`src/rtl/srcreq_pkg.sv`:
```
package srcreq_pkg;

    typedef enum logic [1:0] {
        PS_RUN  = 2'd0,
        PS_OFF  = 2'd1,
        PS_WAKE = 2'd2
    } pair_state_e;

endpackage

```
`src/rtl/srcreq_filt.sv`:
```
module srcreq_filt (
    input  logic clk,
    input  logic rst_n,
    input  logic pin_i,
    output logic stop_o
);

    logic sync1_q;
    logic sync2_q;
    logic hist_q;
    logic filt_q;

    always_ff @(posedge clk or negedge rst_n) begin
        if (!rst_n) begin
            sync1_q <= 1'b0;
            sync2_q <= 1'b0;
            hist_q  <= 1'b0;
            filt_q  <= 1'b0;
        end else begin
            sync1_q <= pin_i;
            sync2_q <= sync1_q;
            hist_q  <= sync2_q;
            if (sync2_q == hist_q) begin
                filt_q <= sync2_q;
            end
        end
    end

    assign stop_o = filt_q;


    filt_stable_chk: assert property (@(posedge clk) disable iff (!rst_n)
        (filt_q != $past(filt_q)) |-> (hist_q == filt_q && $past(sync2_q) == filt_q));

endmodule

```
`src/rtl/srcreq_pair.sv`:
```
module srcreq_pair
    import srcreq_pkg::*;
#(
    parameter int WAKE_CYC = 6
) (
    input  logic clk,
    input  logic rst_n,
    input  logic phase_i,
    input  logic stop_i,
    output logic t_o,
    output logic c_o,
    output logic oe_o
);

    localparam int CW = (WAKE_CYC > 2) ? $clog2(WAKE_CYC) : 1;
    localparam logic [CW-1:0] WAKE_LOAD = CW'(WAKE_CYC - 2);

    pair_state_e state_q;
    pair_state_e state_d;
    logic [CW-1:0] cnt_q;

    always_ff @(posedge clk or negedge rst_n) begin
        if (!rst_n) begin
            state_q <= PS_RUN;
        end else begin
            state_q <= state_d;
        end
    end

    always_comb begin
        state_d = state_q;
        unique case (state_q)
            PS_RUN:  if (stop_i && phase_i) state_d = PS_OFF;
            PS_OFF:  if (!stop_i) state_d = PS_WAKE;
            PS_WAKE: begin
                if (stop_i) begin
                    state_d = PS_OFF;
                end else if (cnt_q == '0) begin
                    state_d = PS_RUN;
                end
            end
            default: state_d = PS_OFF;
        endcase
    end

    always_ff @(posedge clk or negedge rst_n) begin
        if (!rst_n) begin
            cnt_q <= '0;
        end else if (state_q == PS_OFF && state_d == PS_WAKE) begin
            cnt_q <= WAKE_LOAD;
        end else if (state_q == PS_WAKE && cnt_q != '0) begin
            cnt_q <= cnt_q - 1'b1;
        end
    end

    always_comb begin
        oe_o = (state_q == PS_RUN);
        t_o  = oe_o & phase_i;
        c_o  = oe_o & ~phase_i;
    end


    stop_after_high_chk: assert property (@(posedge clk) disable iff (!rst_n)
        $fell(oe_o) |-> $past(t_o));


    resume_clear_chk: assert property (@(posedge clk) disable iff (!rst_n)
        $rose(oe_o) |-> ($past(!stop_i) && $past(!stop_i, 2)));

endmodule

```
`src/rtl/srcreq_gate.sv`:
```
module srcreq_gate #(
    parameter int N_OUT      = 7,
    parameter int SLOT_IDX   = 5,
    parameter int RESUME_PER = 3
) (
    input  logic             clk,
    input  logic             rst_n,
    input  logic             req_pin_mode,
    input  logic             req_a_n,
    input  logic             req_b_n,
    input  logic [N_OUT-1:0] map_a,
    input  logic [N_OUT-1:0] map_b,
    output logic [N_OUT-1:0] pair_t,
    output logic [N_OUT-1:0] pair_c,
    output logic [N_OUT-1:0] pair_oe
);

    localparam int WAKE_CYC = 2 * RESUME_PER;
    localparam int N_LINE   = 2;

    logic              phase_q;
    logic [N_LINE-1:0] line_pin;
    logic [N_LINE-1:0] line_stop;
    logic [N_OUT-1:0]  want;

    always_ff @(posedge clk or negedge rst_n) begin
        if (!rst_n) begin
            phase_q <= 1'b0;
        end else begin
            phase_q <= ~phase_q;
        end
    end

    assign line_pin = {req_b_n, req_a_n};

    for (genvar g = 0; g < N_LINE; g++) begin : g_line
        srcreq_filt u_filt (
            .clk    (clk),
            .rst_n  (rst_n),
            .pin_i  (line_pin[g]),
            .stop_o (line_stop[g])
        );
    end

    for (genvar k = 0; k < N_OUT; k++) begin : g_pair
        localparam bit IS_SLOT = (k == SLOT_IDX);

        assign want[k] = req_pin_mode &
                         (IS_SLOT | (map_a[k] & line_stop[0]) | (map_b[k] & line_stop[1]));

        srcreq_pair #(
            .WAKE_CYC (WAKE_CYC)
        ) u_pair (
            .clk     (clk),
            .rst_n   (rst_n),
            .phase_i (phase_q),
            .stop_i  (want[k]),
            .t_o     (pair_t[k]),
            .c_o     (pair_c[k]),
            .oe_o    (pair_oe[k])
        );


        stop_cause_chk: assert property (@(posedge clk) disable iff (!rst_n)
            $fell(pair_oe[k]) |-> $past(want[k]));

        if (IS_SLOT) begin : g_slot

            slot_hold_chk: assert property (@(posedge clk) disable iff (!rst_n)
                (req_pin_mode && $past(req_pin_mode) && $past(req_pin_mode, 2) && $past(rst_n, 2))
                |-> !pair_oe[k]);
        end
    end

endmodule

```
`config.mk`:
```
export PLATFORM = sky130hd
export DESIGN_NAME = srcreq_gate
export DESIGN_NICKNAME = d
export VERILOG_FILES = /design/src/rtl/srcreq_pkg.sv /design/src/rtl/srcreq_filt.sv /design/src/rtl/srcreq_pair.sv /design/src/rtl/srcreq_gate.sv
export SDC_FILE = /design/constraint.sdc
export NUM_CORES = 1
export LEC_CHECK = 0
export ABC_AREA = 0
export BUFFER_PORTS_ARGS = -buffer_cell sky130_fd_sc_hd__buf_4
export CORE_MARGIN = 2
export CORE_UTILIZATION = 34
export CTS_CLUSTER_SIZE = 14
export DETAILED_ROUTE_END_ITERATION = 8
export GPL_TIMING_DRIVEN = 0
export PLACE_DENSITY = 0.57
export SLEW_MARGIN = 15
export SYNTH_ARGS = -nofsm -noshare
export SYNTH_HDL_FRONTEND = slang
export SYNTH_HIERARCHICAL = 1
export SYNTH_SLANG_ARGS = --single-unit
```
`constraint.sdc`:
```
create_clock -name clk -period 2.3 [get_ports clk]
set_clock_uncertainty 0.15 [all_clocks]
set_input_delay 0.115 -clock clk [delete_from_list [all_inputs] [get_ports clk]]
set_output_delay 0.115 -clock clk [all_outputs]
set_load 0.1 [all_outputs]
```
# ---- After elaboration in Yosys (flattened, before gate mapping)
# Index checks and enable logic that the tools add are counted.
dict set report totals {
  regBits 44
  latch_bits 0
  ram_bits 0
  rom_bits 0
  inputBits 19
  word_cells 190
  memories 0
}
dict set report classes {
  addsub 7
  multipliers 0
  div 0
  magnitude_cmp 0
  eq_ne 23
  n_shift 0
  n_mux 49
  n_bitwise 39
  reduce_logical 49
}
# cell n
set ops {}
lappend ops {{$mux 2} 28}
lappend ops {{$mux 3} 14}
lappend ops {{$pmux 2 s3} 7}
lappend ops {{$and 1x1->1} 32}
lappend ops {{$eq 2x2->1 const B} 14}
lappend ops {{$logic_and 1x1->1} 21}
lappend ops {{$logic_not 3->1} 7}
lappend ops {{$reduce_bool 3->1} 7}
lappend ops {{$sub 3x1->3 const B} 7}
lappend ops {{$eq 2x1->1 const B} 7}
lappend ops {{$logic_not 2->1} 7}
lappend ops {{$reduce_bool 2->1} 7}
lappend ops {{$or 1x1->1} 6}
lappend ops {{$eq 1x1->1} 2}
lappend ops {{$not 1->1} 1}

# ---- Longest topological paths before layout
# Gate-level depths: netlist (run 1).
dict set report depth {
  word_depth 9
  depth_mapped 5
  depth_no_buf 5
}

# ---- By module
# The synthesis (run 1) kept the hierarchy.
# mod instances cells_each area_each_um2
set modules_own_cells {}
lappend modules_own_cells {srcreq_pair 7 30 285.3}
lappend modules_own_cells {srcreq_filt 2 5 111.4}
lappend modules_own_cells {srcreq_gate 1 14 111.4}

# ---- Worst setup path before layout (run 1)
# Ideal clock, no wire load.
dict set report synth_path {
  kind {register -> register}
  startpoint {register phase_q}
  endpoint {register g_pair[0].u_pair.state_q[0]}
  setup_time_ps 231
  t_arrival_ps 2669
  required_time_ps 1919
  setup_slack_ps -749
  stages_incl_launch_ff 3
  n_path_buf 0
  period_less_slack_ps 3049
  cell_sequence {dfrtp_1 > nor3_1 > nor2_1}
}
dict set report synth_between {
  elab_chain_len 3
}
# element line_no
set synth_lines {}
lappend synth_lines {{from (decl)} srcreq_gate.sv:21} ;# logic phase_q;
lappend synth_lines {{from (signal assigned)} srcreq_gate.sv:30} ;# phase_q <= ~phase_q;
lappend synth_lines {{$logic_and 1x1->1} srcreq_pair.sv:33} ;# PS_RUN: if (stop_i && phase_i) state_d = PS_OFF;
lappend synth_lines {{$mux 2} srcreq_pair.sv:33}
lappend synth_lines {{$pmux 2 s3} srcreq_pair.sv:32} ;# unique case (state_q)
lappend synth_lines {{via g_pair[0].u_pair.state_d[0]} srcreq_pair.sv:19} ;# pair_state_e state_d;
lappend synth_lines {{to (signal assigned)} srcreq_pair.sv:26} ;# state_q <= state_d;
lappend synth_lines {{to (decl)} srcreq_pair.sv:18} ;# pair_state_e state_q;
# The timed path passes the listed nets, and every way through them passes these cells.
# A chain may end at the register's enable or synchronous reset.

# ---- Final worst setup path (run 1)
dict set report layout_path {
  startpoint {register phase_q}
  endpoint {output pair_c[2]}
}
dict set report layout_between {
  elab_chain_len 2
}
# element line_no
set layout_lines {}
lappend layout_lines {{$not 1->1} srcreq_pair.sv:59} ;# c_o = oe_o & ~phase_i;
lappend layout_lines {{$and 1x1->1} srcreq_pair.sv:59}
lappend layout_lines {{to (decl)} srcreq_gate.sv:14} ;# output logic [N_OUT-1:0] pair_c,
# Every way passes these cells.

==> results.cfg, run 1 <==
[clock_network]
clk_path_buf_depth = 2
cts_tree = yes
numCtsBuffers = 5
clockRootBuffer = clkbuf_8
htreeDepth = 2
post-cts-setup-buffers = 0
clock_latency_ps = 300
cts_sinks = 44
clkTransAtPathRegs_ps = 80

[floorplan]
die_h_um = 86.8
ios = 40
die_area_sq_um = 7530
row_count = 30
die_w_um = 86.8
initial_core_util_pct = 34.7
core_area_sq_um = 6720

[pwr]
ir_drop_v = 0.000459
p_leak_nw = 1.34
fin_total_pwr_mw = 4.37
powerDensity_nw_per_um2 = 1500

[timing]
hold_ws_ps = 113
fin_crit_sh_pct = 81.1
drv_slew = 0
rsz0062_at_grt = no
fin_crit_ps = 1870
fin_ws_ps = 434
tightest_slew_ps = 563
final-hold-violation-count = 0
maxSlewHeadroom_pct = 62.5
finalSetupViolations = 0
fmaxAchievable_mhz = 536

[finish]
stdcell_area_sq_um = 2910
fillCellCount = 658
final_nets = 315
drive_above_1_share_pct = 21.6
diodes = 0
multi_input_area_sq_um = 1150
regArea_sq_um = 1100
area_growth_pct = 24.7

[worst_setup_path]
ff2ff_setup_slack_ps = 700
crit_path_end_kind = output pin
start_kind = flop
crit_path_end = pair_c[2]
critical_path.max_stage_delay_ps = 590
crit_slowest_cell = dfrtp_1
worstRegToRegCells = 5
crit_path_max_fanout = 15
required_ps = 2040
critPathKind = reg2out
worstReg2RegStart = g_line[0].u_filt/stop_o
cp_cell_sequence = nor3_1, buf_4
r2r-end = g_pair[4].u_pair/cnt_q[1]
startpoint = phase_q
worstPathArrival_ps = 1600

[logic_synthesis]
synth_nets = 267
synth_area_sq_um = 2330
yosys_warnings = 6
synth_fa_ha_area_share_pct = 8.48
synth_area_leader_cell = dfrtp_1
synthSimpleGateAreaFrac_pct = 23.4
synth-seq-cells = 44
yosysTopAreaCellShare_pct = 47.2
synthXorXnorAreaFrac_pct = 0
ys_seq_area_share_pct = 47.2
synth.area.mux_share_pct = 0
synth_top_cells_by_area = dfrtp_1 (47%), ha_1 (7.5%), a21oi_1 (6.0%)
synth_compound_area_share_pct = 17.3
synth_top_family_by_area = simple AND/OR/NAND/NOR gates
yosys.cell_types.count = 19
avgSynthCellArea_sq_um = 9.96
synth_cells = 234

[grt]
grt_use_met2_pct = 18.5
busiest_layer = met2
grtUsageMet1_pct = 16.7
antenna_found_initial = 0
grt_remaining_overflow = 0
grt_pass1_vias = 1576
grtUsageMet3_pct = 3.43
grt_use_total_pct = 12.3
grt_max_degree = 45
grt_pass1_wl_um = 7180

[flow_run]
drv_cap = 0

[place]
dp_worst_setup_slack_ps = 663
io_buffer_count = 37
dp_hpwl_um = 3050
placed_area_sq_um = 2710
gp_congestion = 0.761

[route]
routed_via_density = 4.82
routed-via-count = 1749
drc = 0
antenna_left = 0
wire_per_inst_um = 11.8
drt-initial-drc-count = 78
firstDrtPassIters = 4
drt_wl_total_um = 4290

[status]
status = finished clean

[worst_hold_path]
hold_path.class = in2reg
==> sequential cells by signal, summed over array words and instances (netlist names) <==
| signal | cells |
|---|---|
| g_line.u_filt/sync1_q | 2 |
| g_line.u_filt/stop_o | 2 |
| phase_q | 1 |
| g_pair.u_pair/cnt_q | 21 |
| g_pair.u_pair/state_q | 14 |
| g_line.u_filt/sync2_q | 2 |
| g_line.u_filt/hist_q | 2 |
==> worst min path at each step <==
| stage | from | to | slack (ps) | cells after the start |
|---|---|---|---|---|
| 6_report | map_b[6] | g_pair[6].u_pair/state_q[1] | 110 | 4 |
| 4_1_cts | map_b[6] | g_pair[6].u_pair/state_q[1] | 110 | 4 |
| 3_5_place_dp | rst_n | g_pair[3].u_pair/cnt_q[2] | 6 | 1 |
| 3_3_place_gp | rst_n | g_pair[3].u_pair/cnt_q[2] | -2 | 1 |
| 5_1_grt | map_b[6] | g_pair[6].u_pair/state_q[1] | 170 | 4 |
| 2_1_floorplan | rst_n | g_line[0].u_filt/hist_q | -330 | 0 |
==> metal layers <==
metal | part of all wire, % | wire [um] | vias to the layer above
li1 | - | - | 909
met2 | 43 | 1850 | 32
met4 | 1.6 | 68 | 0
met3 | 4.8 | 207 | 7
met1 | 50 | 2160 | 801
met5 | 0 | 0 | -
==> cells in the mapped netlist <==
cell        n
or2b_2      7
o2bb2ai_1   7
a21bo_1     7
nand2b_1   14
nor2b_2     7
nor3b_1    14
a21oi_1    28
ha_1       14
nor3_1      7
maj3_2      2
nor2_1     14
inv_1      22
a22oi_1    13
nor2b_1     6
nand2_1     7
o21ai_0     7
nand3_1     7
dfrtp_1    44
and2_1      7
==> cell usage in the layout, fill, tap and decap left out, types with 7 or more instances in the layout <==
cell type / instances
a21bo_1: 7
a21oi_1: 28
a22oi_1: 13
and2_1: 7
buf_4: 37
dfrtp_1: 44
ha_1: 14
inv_1: 22
nand2_1: 7
nand2b_1: 14
nand3_1: 7
nor2_1: 14
nor2b_2: 7
nor3_1: 7
nor3b_1: 14
o21ai_0: 7
o2bb2ai_1: 7
or2b_2: 7
==> power breakdown <==
part | internal [mW] | switching [mW]
sequential | 1.03 | 0.244
combinational | 0.756 | 1.53
clock | 0.543 | 0.269
==> repair_timing <==
item                                    in CTS  in global routing
endpoints found under the setup margin       0                  0
hold buffers                                 4                  0
gates resized for setup                      0                  0
endpoints found under the hold margin       48                  0
==> per-stage QoR <==
step	util (%)	setup TNS [ps]	instances
after floorplan	-	-13080	234
after global placement	40.3	0	351
after detailed placement	40.3	0	351
after CTS	43.3	0	363
after global routing	43.3	0	363
final	43.3	0	363
==> cell type report <==
type	count	area share (%)
Clock inverter	3	3.10
Timing Repair Buffer	41	10.9
Inverter	22	2.84
Clock buffer	5	2.37
Sequential cell	44	37.9
Multi-Input combinational cell	168	39.5
Tap cell	80	3.44
==> worst max-delay path, delay by kind of cell (launching register included) <==
kind	cells	cell delay [ps]
DFF	1	590
and+or+nand+nor	1	350
buffers and inverters	1	360
==> logic make-up after synthesis <==
family | count (synthesis)
and+or+nand+nor | 90
buffers and inverters | 22
AOI/OAI and AO/OA | 62
DFF | 44
adders and majority gates | 16
No activity file was read; power rests on OpenSTA's default activity.
==> run 2, diff against run 1 <==
--- a/config.mk
+++ b/config.mk
@@ -12,7 +12,7 @@
 export CTS_CLUSTER_SIZE = 14
 export DETAILED_ROUTE_END_ITERATION = 8
 export GPL_TIMING_DRIVEN = 0
-export PLACE_DENSITY = 0.57
+export PLACE_DENSITY = 0.59
 export SLEW_MARGIN = 15
 export SYNTH_ARGS = -nofsm -noshare
 export SYNTH_HDL_FRONTEND = slang
==> constraint.sdc (replaced) <==
create_clock -name clk -period 1.7 [get_ports clk]
set_clock_uncertainty 0.15 [all_clocks]
set_input_delay 0.085 -clock clk [delete_from_list [all_inputs] [get_ports clk]]
set_output_delay 0.085 -clock clk [all_outputs]
set_load 0.1 [all_outputs]
==> results.cfg, run 2 (same netlist as run 1, synthesis figures left out) <==
[finish]
largestRegisters = g_pair.u_pair/cnt_q x21, g_pair.u_pair/state_q x14
final_cell_mix = dfrtp_1 (41), a21oi_1 (28), buf_4 (27)
largest_register_ffs = 21
stdcell_area_sq_um = 3040
largest-register = g_pair.u_pair/cnt_q
drive_above_1_share_pct = 30.4
final_common_cell = dfrtp_1
area_growth_pct = 30.3
fillCellCount = 637
final_nets = 315
diodes = 0
stdcell_count = 363
postLayoutCoreUtil_pct = 45.2

[timing]
fmaxAchievable_mhz = 606
hold_ws_ps = 86.1
maxSlewHeadroom_pct = 62.6
final-hold-violation-count = 0
tightest_slew_ps = 561
fin_crit_sh_pct = 97.0
finalSetupViolations = 0
drv_slew = 0
tns_ps = 0
fin_crit_ps = 1650

[place]
dp_hpwl_um = 3100
io_buffer_count = 37
gp_congestion = 0.761
place_inst = 351
placed_area_sq_um = 2850

[worst_setup_path]
worstPathArrival_ps = 1410
required_ps = 1460
crit_path_end_kind = output pin
start_kind = flop
crit_path_max_fanout = 15
critPathKind = reg2out

[flow_run]
drv_cap = 0

[floorplan]
die_h_um = 86.8
die_w_um = 86.8
row_count = 30
die_area_sq_um = 7530
core_area_sq_um = 6720
ios = 40
initial_core_util_pct = 34.7

[clock_network]
cts_sinks = 44
post-cts-setup-buffers = 0
cts_tree = yes
clockRootBuffer = clkbuf_8
clk_path_buf_depth = 2
clkTransAtPathRegs_ps = 90
numCtsBuffers = 5
htreeDepth = 2
clock_latency_ps = 300

[route]
firstDrtPassIters = 4
routed_via_density = 4.86
routed-via-count = 1763
drt-initial-drc-count = 94
drt_wl_total_um = 4420
antenna_left = 0
wire_per_inst_um = 12.2
drc = 0

[grt]
grt_pass1_wl_um = 7540
busiest_layer = met2
grt_use_met2_pct = 19.9
grt_max_degree = 45
grt_use_total_pct = 12.8
grtUsageMet3_pct = 2.95
grtUsageMet1_pct = 17.6
grt_pass1_vias = 1628
grt_remaining_overflow = 0
antenna_found_initial = 0

[pwr]
p_leak_nw = 1.34
powerDensity_nw_per_um2 = 1880
ir_drop_v = 0.00150

[worst_hold_path]
hold_path.class = in2reg

[status]
status = finished clean
-- run 2: changes by cell type in the layout (fill, tap and decap cells not counted), sizes merged --
cell	change
clkinvlp	+2
clkinv	+1
bufinv	-3
-- run 2: area by class of cell --
type / count / area, sq um / share of cell area [%]
clock buffers: 5 / 68.8 / 2.27
clock inverters: 3 / 23.8 / 0.783
inverters: 22 / 82.6 / 2.72
multi-input cells: 168 / 1290 / 42.5
flip-flops and latches: 44 / 1110 / 36.5
well taps: 80 / 100 / 3.30
repair buffers: 41 / 364 / 12.0
-- run 2: metal layers --
metal | up-vias | wire length [um]
li1 | 917 | -
met1 | 818 | 2190
met2 | 23 | 2030
met3 | 5 | 148
met4 | 0 | 48
met5 | - | 0
-- run 2: worst max-delay path, stage by stage, from the launching register on --
cell and delay [ps]:
dfrtp_4 630, and2_2 210, buf_4 280
-- run 2: what timing repair did --
action	4_1_cts	5_1_grt
hold buffers	4	0
gates resized for setup	2	14
cloned	0	0
setup endpoints to repair	8	20
pin swaps	0	0
endpoints found under the hold margin	48	0
-- run 2: worst paths after layout --
check	start	slack [ps]	endpoint	depth (start not counted)
setup / recovery	phase_q	50	pair_t[3]	2
hold / removal	map_b[4]	90	g_pair[4].u_pair/state_q[1]	4
setup reg to reg	g_line[0].u_filt/stop_o	140	g_pair[4].u_pair/cnt_q[0]	5
hold reg to reg	g_line[1].u_filt/sync1_q	210	g_line[1].u_filt/sync2_q	0
max in group asynchronous	rst_n	800	phase_q	2
min in group asynchronous	rst_n	160	g_pair[6].u_pair/cnt_q[2]	2
-- run 2: report_power, final --
group / switching, mW / internal [mW]
logic: 2.09 / 1.14
clock network: 0.367 / 0.291
registers: 0.436 / 1.39
-- run 2: stage by stage --
| stage | setup slack (ps) | power, mW |
|---|---|---|
| finish | 51.1 | 5.72 |
| detailed placement | 52.1 | 5.03 |
| floorplan | -100 | 4.42 |
| CTS | 6.04 | 5.72 |
| global placement | 63.5 | 4.99 |
| global route | -0.0762 | 6.14 |
